<file path="config.mk">
export PLATFORM = sky130hd
export DESIGN_NAME = rom_entry_walker
export DESIGN_NICKNAME = d
export VERILOG_FILES = /design/src/rtl/rew_pkg.sv /design/src/rtl/rew_bounds.sv /design/src/rtl/rew_hdr_dec.sv /design/src/rtl/rom_entry_walker.sv
export SDC_FILE = /design/constraint.sdc
export NUM_CORES = 1
export LEC_CHECK = 0
export ABC_AREA = 1
export BUFFER_PORTS_ARGS = -buffer_cell sky130_fd_sc_hd__buf_2
export CAP_MARGIN = 20
export CORE_ASPECT_RATIO = 1.4
export CORE_MARGIN = 2
export CORE_UTILIZATION = 60
export CTS_BUF_LIST = sky130_fd_sc_hd__clkbuf_16
export CTS_CLUSTER_SIZE = 8
export DETAILED_ROUTE_END_ITERATION = 10
export PLACE_DENSITY_LB_ADDON = 0.2
export SETUP_SLACK_MARGIN = 0.15
export SLEW_MARGIN = 20
export SYNTH_ARGS = -nofsm -noshare
export SYNTH_HDL_FRONTEND = slang
export SYNTH_SLANG_ARGS = --single-unit
</file>
<file path="constraint.sdc">
create_clock -name clk -period 4.17 [get_ports clk]
set_input_delay 0.834 -clock clk [delete_from_list [all_inputs] [get_ports clk]]
set_output_delay 0.834 -clock clk [all_outputs]
set_load 0.005 [all_outputs]
</file>
<file path="src/rtl/rew_pkg.sv">
package rew_pkg;

  // Offset of the first list entry (size of the fixed ROM header)
  localparam int unsigned LIST_START     = 22;
  // Required length of an enabled port entry
  localparam int unsigned PORT_ENTRY_LEN = 8;
  // Field positions inside port-entry byte 2
  localparam int unsigned LINK_BIT       = 4;
  localparam int unsigned PARTNER_BIT    = 7;
  localparam int unsigned PNUM_W         = 6;

  typedef enum logic [1:0] {
    ERR_NONE      = 2'd0,
    ERR_OVERRUN   = 2'd1,
    ERR_BAD_LEN   = 2'd2,
    ERR_BAD_INDEX = 2'd3
  } rew_err_e;

  typedef enum logic [2:0] {
    ST_IDLE,
    ST_CHECK,
    ST_LEN,
    ST_HDR,
    ST_EVAL,
    ST_B2,
    ST_B3
  } rew_state_e;

  // Entry byte 1, most significant bit first
  typedef struct packed {
    logic       is_port;
    logic       disabled;
    logic [5:0] index;
  } rew_hdr_t;

endpackage

</file>
<file path="src/rtl/rew_bounds.sv">
// Position/size checks for the entry at the current position.
module rew_bounds #(
  parameter int unsigned POS_W = 12
) (
  input  logic [POS_W-1:0] pos,
  input  logic [POS_W-1:0] size,
  input  logic [7:0]       len,
  output logic             at_end,
  output logic             one_left,
  output logic             len_bad
);

  localparam int unsigned SUM_W = POS_W + 1;

  logic [SUM_W-1:0] pos_ext;
  logic [SUM_W-1:0] size_ext;
  logic [SUM_W-1:0] pos_plus_one;
  logic [SUM_W-1:0] pos_plus_len;

  always_comb begin
    pos_ext      = {1'b0, pos};
    size_ext     = {1'b0, size};
    pos_plus_one = pos_ext + SUM_W'(1);
    pos_plus_len = pos_ext + SUM_W'(len);
    at_end       = (pos_ext >= size_ext);
    one_left     = (pos_plus_one == size_ext);
    len_bad      = (len == 8'd0) || (pos_plus_len > size_ext);
  end

endmodule

</file>
<file path="src/rtl/rew_hdr_dec.sv">
// Splits entry byte 1 and checks the index against the port table size.
module rew_hdr_dec #(
  parameter int unsigned PORTS = 16
) (
  input  logic [7:0] hdr_byte,
  output logic       is_port,
  output logic       disabled,
  output logic [5:0] index,
  output logic       idx_ok
);

  import rew_pkg::*;

  localparam logic [6:0] PORT_LIMIT = 7'(PORTS);

  rew_hdr_t hdr;

  always_comb begin
    hdr      = rew_hdr_t'(hdr_byte);
    is_port  = hdr.is_port;
    disabled = hdr.disabled;
    index    = hdr.index;
    idx_ok   = ({1'b0, hdr.index} < PORT_LIMIT);
  end

endmodule

</file>
<file path="src/rtl/rom_entry_walker.sv">
module rom_entry_walker #(
  parameter  int unsigned ADDR_W = 11,
  parameter  int unsigned PORTS  = 16,
  localparam int unsigned PIDX_W = (PORTS > 1) ? $clog2(PORTS) : 1
) (
  input  logic              clk,
  input  logic              rst_n,
  input  logic              start,
  input  logic [ADDR_W-1:0] total_size,
  output logic              rd_en,
  output logic [ADDR_W-1:0] rd_addr,
  input  logic [7:0]        rd_data,
  output logic              rec_we,
  output logic [PIDX_W-1:0] rec_idx,
  output logic              rec_disabled,
  output logic              rec_link,
  output logic              rec_has_partner,
  output logic [5:0]        rec_partner,
  output logic              done,
  output logic              error,
  output logic [1:0]        err_code
);

  import rew_pkg::*;

  localparam int unsigned POS_W     = ADDR_W + 1;
  localparam logic [POS_W-1:0] FIRST_POS = POS_W'(LIST_START);
  localparam logic [7:0]       PORT_LEN  = 8'(PORT_ENTRY_LEN);

  // ---------------------------------------------------------------
  // State
  // ---------------------------------------------------------------
  rew_state_e       state_q, state_d;
  logic [POS_W-1:0] pos_q, pos_d;
  logic [POS_W-1:0] size_q;
  logic             size_en;
  logic [7:0]       len_q;
  logic             len_en;
  logic [7:0]       hdr_q;
  logic             hdr_en;
  logic             b2_link_q, b2_part_q;
  logic             b2_en;

  logic              rec_we_q, rec_we_d;
  logic              rec_en;
  logic [PIDX_W-1:0] rec_idx_q, rec_idx_d;
  logic              rec_dis_q, rec_dis_d;
  logic              rec_link_q, rec_link_d;
  logic              rec_part_q, rec_part_d;
  logic [5:0]        rec_pnum_q, rec_pnum_d;

  logic     done_q, done_d;
  rew_err_e err_q, err_d;
  logic     err_en;

  logic [POS_W-1:0] rd_pos;
  logic [POS_W-1:0] next_pos;

  // ---------------------------------------------------------------
  // Helpers
  // ---------------------------------------------------------------
  logic       at_end, one_left, len_bad;
  logic       h_port, h_dis, h_idx_ok;
  logic [5:0] h_idx;

  rew_bounds #(.POS_W(POS_W)) u_bounds (
    .pos      (pos_q),
    .size     (size_q),
    .len      (len_q),
    .at_end   (at_end),
    .one_left (one_left),
    .len_bad  (len_bad)
  );

  rew_hdr_dec #(.PORTS(PORTS)) u_hdr_dec (
    .hdr_byte (hdr_q),
    .is_port  (h_port),
    .disabled (h_dis),
    .index    (h_idx),
    .idx_ok   (h_idx_ok)
  );

  assign next_pos = pos_q + POS_W'(len_q);

  // ---------------------------------------------------------------
  // Next-state logic
  // ---------------------------------------------------------------
  always_comb begin
    state_d    = state_q;
    pos_d      = pos_q;
    size_en    = 1'b0;
    len_en     = 1'b0;
    hdr_en     = 1'b0;
    b2_en      = 1'b0;
    rd_en      = 1'b0;
    rd_pos     = pos_q;
    rec_we_d   = 1'b0;
    rec_en     = 1'b0;
    rec_idx_d  = rec_idx_q;
    rec_dis_d  = rec_dis_q;
    rec_link_d = rec_link_q;
    rec_part_d = rec_part_q;
    rec_pnum_d = rec_pnum_q;
    done_d     = 1'b0;
    err_en     = 1'b0;
    err_d      = err_q;

    unique case (state_q)
      ST_IDLE: begin
        if (start) begin
          size_en = 1'b1;
          pos_d   = FIRST_POS;
          err_en  = 1'b1;
          err_d   = ERR_NONE;
          state_d = ST_CHECK;
        end
      end

      ST_CHECK: begin
        if (at_end) begin
          done_d  = 1'b1;
          err_en  = 1'b1;
          err_d   = ERR_NONE;
          state_d = ST_IDLE;
        end else if (one_left) begin
          done_d  = 1'b1;
          err_en  = 1'b1;
          err_d   = ERR_OVERRUN;
          state_d = ST_IDLE;
        end else begin
          rd_en   = 1'b1;
          rd_pos  = pos_q;
          state_d = ST_LEN;
        end
      end

      ST_LEN: begin
        len_en  = 1'b1;
        rd_en   = 1'b1;
        rd_pos  = pos_q + POS_W'(1);
        state_d = ST_HDR;
      end

      ST_HDR: begin
        hdr_en  = 1'b1;
        state_d = ST_EVAL;
      end

      ST_EVAL: begin
        if (len_bad) begin
          done_d  = 1'b1;
          err_en  = 1'b1;
          err_d   = ERR_OVERRUN;
          state_d = ST_IDLE;
        end else if (!h_port) begin
          pos_d   = next_pos;
          state_d = ST_CHECK;
        end else if (!h_idx_ok) begin
          done_d  = 1'b1;
          err_en  = 1'b1;
          err_d   = ERR_BAD_INDEX;
          state_d = ST_IDLE;
        end else if (h_dis) begin
          rec_we_d   = 1'b1;
          rec_en     = 1'b1;
          rec_idx_d  = h_idx[PIDX_W-1:0];
          rec_dis_d  = 1'b1;
          rec_link_d = 1'b0;
          rec_part_d = 1'b0;
          rec_pnum_d = '0;
          pos_d      = next_pos;
          state_d    = ST_CHECK;
        end else if (len_q != PORT_LEN) begin
          done_d  = 1'b1;
          err_en  = 1'b1;
          err_d   = ERR_BAD_LEN;
          state_d = ST_IDLE;
        end else begin
          rd_en   = 1'b1;
          rd_pos  = pos_q + POS_W'(2);
          state_d = ST_B2;
        end
      end

      ST_B2: begin
        b2_en   = 1'b1;
        rd_en   = 1'b1;
        rd_pos  = pos_q + POS_W'(3);
        state_d = ST_B3;
      end

      ST_B3: begin
        rec_we_d   = 1'b1;
        rec_en     = 1'b1;
        rec_idx_d  = h_idx[PIDX_W-1:0];
        rec_dis_d  = 1'b0;
        rec_link_d = b2_link_q;
        rec_part_d = b2_part_q;
        rec_pnum_d = rd_data[PNUM_W-1:0];
        pos_d      = next_pos;
        state_d    = ST_CHECK;
      end

      default: state_d = ST_IDLE;
    endcase
  end

  // ---------------------------------------------------------------
  // Registers
  // ---------------------------------------------------------------
  always_ff @(posedge clk or negedge rst_n) begin
    if (!rst_n) begin
      state_q  <= ST_IDLE;
      pos_q    <= '0;
      rec_we_q <= 1'b0;
      done_q   <= 1'b0;
      err_q    <= ERR_NONE;
    end else begin
      state_q  <= state_d;
      pos_q    <= pos_d;
      rec_we_q <= rec_we_d;
      done_q   <= done_d;
      if (err_en) err_q <= err_d;
    end
  end

  always_ff @(posedge clk or negedge rst_n) begin
    if (!rst_n) begin
      size_q    <= '0;
      len_q     <= '0;
      hdr_q     <= '0;
      b2_link_q <= 1'b0;
      b2_part_q <= 1'b0;
    end else begin
      if (size_en) size_q <= {1'b0, total_size};
      if (len_en)  len_q  <= rd_data;
      if (hdr_en)  hdr_q  <= rd_data;
      if (b2_en) begin
        b2_link_q <= rd_data[LINK_BIT];
        b2_part_q <= rd_data[PARTNER_BIT];
      end
    end
  end

  always_ff @(posedge clk or negedge rst_n) begin
    if (!rst_n) begin
      rec_idx_q  <= '0;
      rec_dis_q  <= 1'b0;
      rec_link_q <= 1'b0;
      rec_part_q <= 1'b0;
      rec_pnum_q <= '0;
    end else if (rec_en) begin
      rec_idx_q  <= rec_idx_d;
      rec_dis_q  <= rec_dis_d;
      rec_link_q <= rec_link_d;
      rec_part_q <= rec_part_d;
      rec_pnum_q <= rec_pnum_d;
    end
  end

  // ---------------------------------------------------------------
  // Outputs
  // ---------------------------------------------------------------
  assign rd_addr         = rd_pos[ADDR_W-1:0];
  assign rec_we          = rec_we_q;
  assign rec_idx         = rec_idx_q;
  assign rec_disabled    = rec_dis_q;
  assign rec_link        = rec_link_q;
  assign rec_has_partner = rec_part_q;
  assign rec_partner     = rec_pnum_q;
  assign done            = done_q;
  assign err_code        = err_q;
  assign error           = (err_q != ERR_NONE);

endmodule

</file>
==> flow_summary.toml <==
[global_routing]
grt.busiest_layer = "met2"
grt_max_degree = 35
gr-usage-met2 = 0.590
grtUsageTotal = 0.351
grt_pass1_wl_um = 24500
use_met1 = 0.398
grt_pass1_vias = 5308
use_met3 = 0.0675
antenna_found_initial = 0
gr-total-overflow = 0

[timing]
slew_violations = 0
final.setup.worst_slack_ns = 0.00449
finalCritPeriodShare = 0.999
setup_violations = 0
rsz0062_at_grt = "true"
max_slew_margin = 0.405
final_hold_viol_count = 0
skew_ns = 0.00948
fmax_mhz = 240
period_minus_slack_ns = 4.17
whs_ns = 0.466
tightestPinTransition_ns = 0.889

[drt]
drc_errors = 0
dr.pass1.iters = 5
antenna_left = 0
vias_per_cell = 5.70
num_vias = 5287
wl_um = 15100
wl_per_cell_um = 16.3
drt_iter0_markers = 373

[synth]
syn-cell-area_sq_mm = 0.00506
synthArstFlopShare = 1.00
synth_top_cell_by_area = "dfrtp_1"
yosysSeqAreaShare = 0.302
syn_nets = 797
yosys-top-cells-area = "dfrtp_1, nand2_1, ha_1"
syn_avg_cell_area_sq_um = 6.84
synth_edf_count = 0
synth.top_cell.area_share = 0.302
yosys_register_bits = 61
ys.flop_type = "dfrtp_1"
syn_inst = 740
synth_cell_types = 47
synth.yosys.warnings = 0

[cells_and_area]
nFillCells = 710
multiInputGateArea_sq_mm = 0.00321
regArea_sq_mm = 0.00153
antenna_cells = 0
fin_nets = 878
postLayoutCellArea_sq_mm = 0.00607
drive_above_1_share = 0.229
area_growth_pct = 19.9
final_util = 0.740

[power_and_ir_drop]
power.density_mw_per_mm2 = 842
power_leakage_nw = 3.29
ir_drop_uv = 582

[clock_network]
insertion_delay_ns = 0.33
cts_made_buffers = 9
ctsHtreeMaxLevel = 3
cts_max_path_buffers = 2
clock_sinks = 61
hold_buffers = 0
cts_root_buf = "clkbuf_16"
clk_pin_slew_ns = 0.06
cts_tree = "built"

[die]
core_area_sq_mm = 0.00820
io-pin-count = 52
rows = 39
initial_core_util = 0.617
die_y_um = 113
die_w_um = 81.6
fp.dieArea_sq_mm = 0.00920

[placed_design]
dpl_cell_area_sq_mm = 0.00541
post-place-ws_ns = 0.106
dp.final_hpwl_um = 11200
gp_congestion = 0.952
port_buffers = 51

[worst_setup_path]
worst_path_max_delay_cell = "dfrtp_1"
worstSetupPathType = "flop to output pin"
end_kind = "output pin"
crit_path_max_fanout = 8
crit_top_cell = "nand3_1"
slowest_delay_ns = 0.41
path_cells = "ha_1 > a21oi_1 > o21ai_2 > a31o_2 > xor2_2 > ha_1 > a21oi_2 > nor2_1 > nor2_1 > nand3_1 > nand4_1 > nand2_2 > nand2_4 > nand2_8 > inv_8 > nand2_1 > nand3_1 > nand3_1 > buf_2"
crit_arrival_ns = 3.33
start_kind = "flop"
crit_family = "simple AND/OR/NAND/NOR gates"
worst-endpoint-required_ns = 3.34
critical_path_buf_inv_count = 2

[status]
status = "completed"

[job]
cap_violations = 0

[worst_hold_path]
hp-class = "flop to flop"
## metal layers
layer  vias to the layer above  share of wire  wire length [um]
li1                       2540              -                 -
met1                      2488           0.39              5890
met2                       187           0.51              7630
met3                        72          0.046               699
met4                         0          0.058               868
met5                         -              0                 0
## worst paths after layout
path | from | endpoint | slack (ns) | depth (start not counted)
setup / recovery | len_q[3] | rd_addr[4] | 0.004 | 19
hold / removal | rec_idx[3] | rec_idx[3] | 0.47 | 2
setup reg to reg | pos_q[0] | err_code[1] | 0.11 | 31
hold reg to reg | rec_idx[3] | rec_idx[3] | 0.47 | 2
max in group asynchronous | rst_n | state_q[2] | 2.73 | 2
min in group asynchronous | rst_n | size_q[1] | 0.55 | 1
## synthesized netlist by cell type, types with 2 or more instances
library cell  instances
nand3b_1              3
fa_1                  2
inv_1                84
or2_2                 3
nand2_2              21
xnor2_1               3
o211ai_1              2
buf_2                 7
dfrtp_1              61
buf_4                 5
inv_2                 3
nand2_4               9
a21oi_1              31
clkbuf_1              8
nand2_1             226
clkinv_1              3
nor3_2                2
ha_1                 33
nand3_1              61
xor2_1               24
nor3_1                7
buf_6                 2
nand4_1               9
nor2_2                3
nor2_1               53
o21ai_1               4
o21ai_0              51
## power by group
part,switching (mW),internal [mW]
combinational,2.02,1.31
clock,0.277,0.403
sequential,0.231,0.858
total,2.53,2.58
## worst reg2reg max path, delay by kind of cell (launching register included)
kind,cells,cell delay (ns)
flops,1,0.36
compound gates,2,0.31
buf+inv,16,1.62
xor+xnor,1,0.17
fa+ha+maj,3,0.80
simple gates,9,0.70
## per-stage QoR
stage	std cells	power [mW]	setup TNS, ns
final	928	5.11	0
after global routing	928	5.56	-2.29
after CTS	922	4.82	-0.000188
after detailed placement	884	3.92	0
after global placement	884	3.81	0
after floorplan	740	3.08	0
## timing repair
action,CTS,global route
pin swaps,9,14
cloned,0,0
setup endpoints to repair,11,12
setup buffers,22,6
resized for setup,22,21
## layout by cell type, fill, tap and decap left out, types with 10 or more instances in the layout
cell type  synthesis  final
a21oi_1           31     29
buf_2              7     51
buf_4              5     43
dfrtp_1           61     61
ha_1              33     27
inv_1             84     80
nand2_1          226    218
nand2_2           21     27
nand2_4            9     10
nand3_1           61     57
nor2_1            53     52
o21ai_0           51     48
xor2_1            24     21
## sequential cells by signal (all words and copies together) (netlist names), 2 cells and up
register,cells
rec_idx,4
err_code,2
state_q,3
hdr_q,8
size_q,11
pos_q,12
rec_partner,6
len_q,8
## final cells by class
class	instances	share of cell area
multi-input cells	564	0.529
flip-flops and latches	61	0.252
repair buffers	94	0.0953
inverters	91	0.0579
clock buffers	9	0.0371
well taps	102	0.0210
clock inverters	7	0.00825
## logic make-up after synthesis
| kind of cell | count (synthesis) | synth area share |
|---|---|---|
| buf+inv | 115 | 0.0974 |
| mux | 1 | 0.00222 |
| fa+ha+maj | 35 | 0.0895 |
| simple gates | 403 | 0.360 |
| xor+xnor | 27 | 0.0467 |
| flops | 61 | 0.302 |
| compound gates | 98 | 0.103 |
Note: power is estimated with default switching activity, not from simulation.
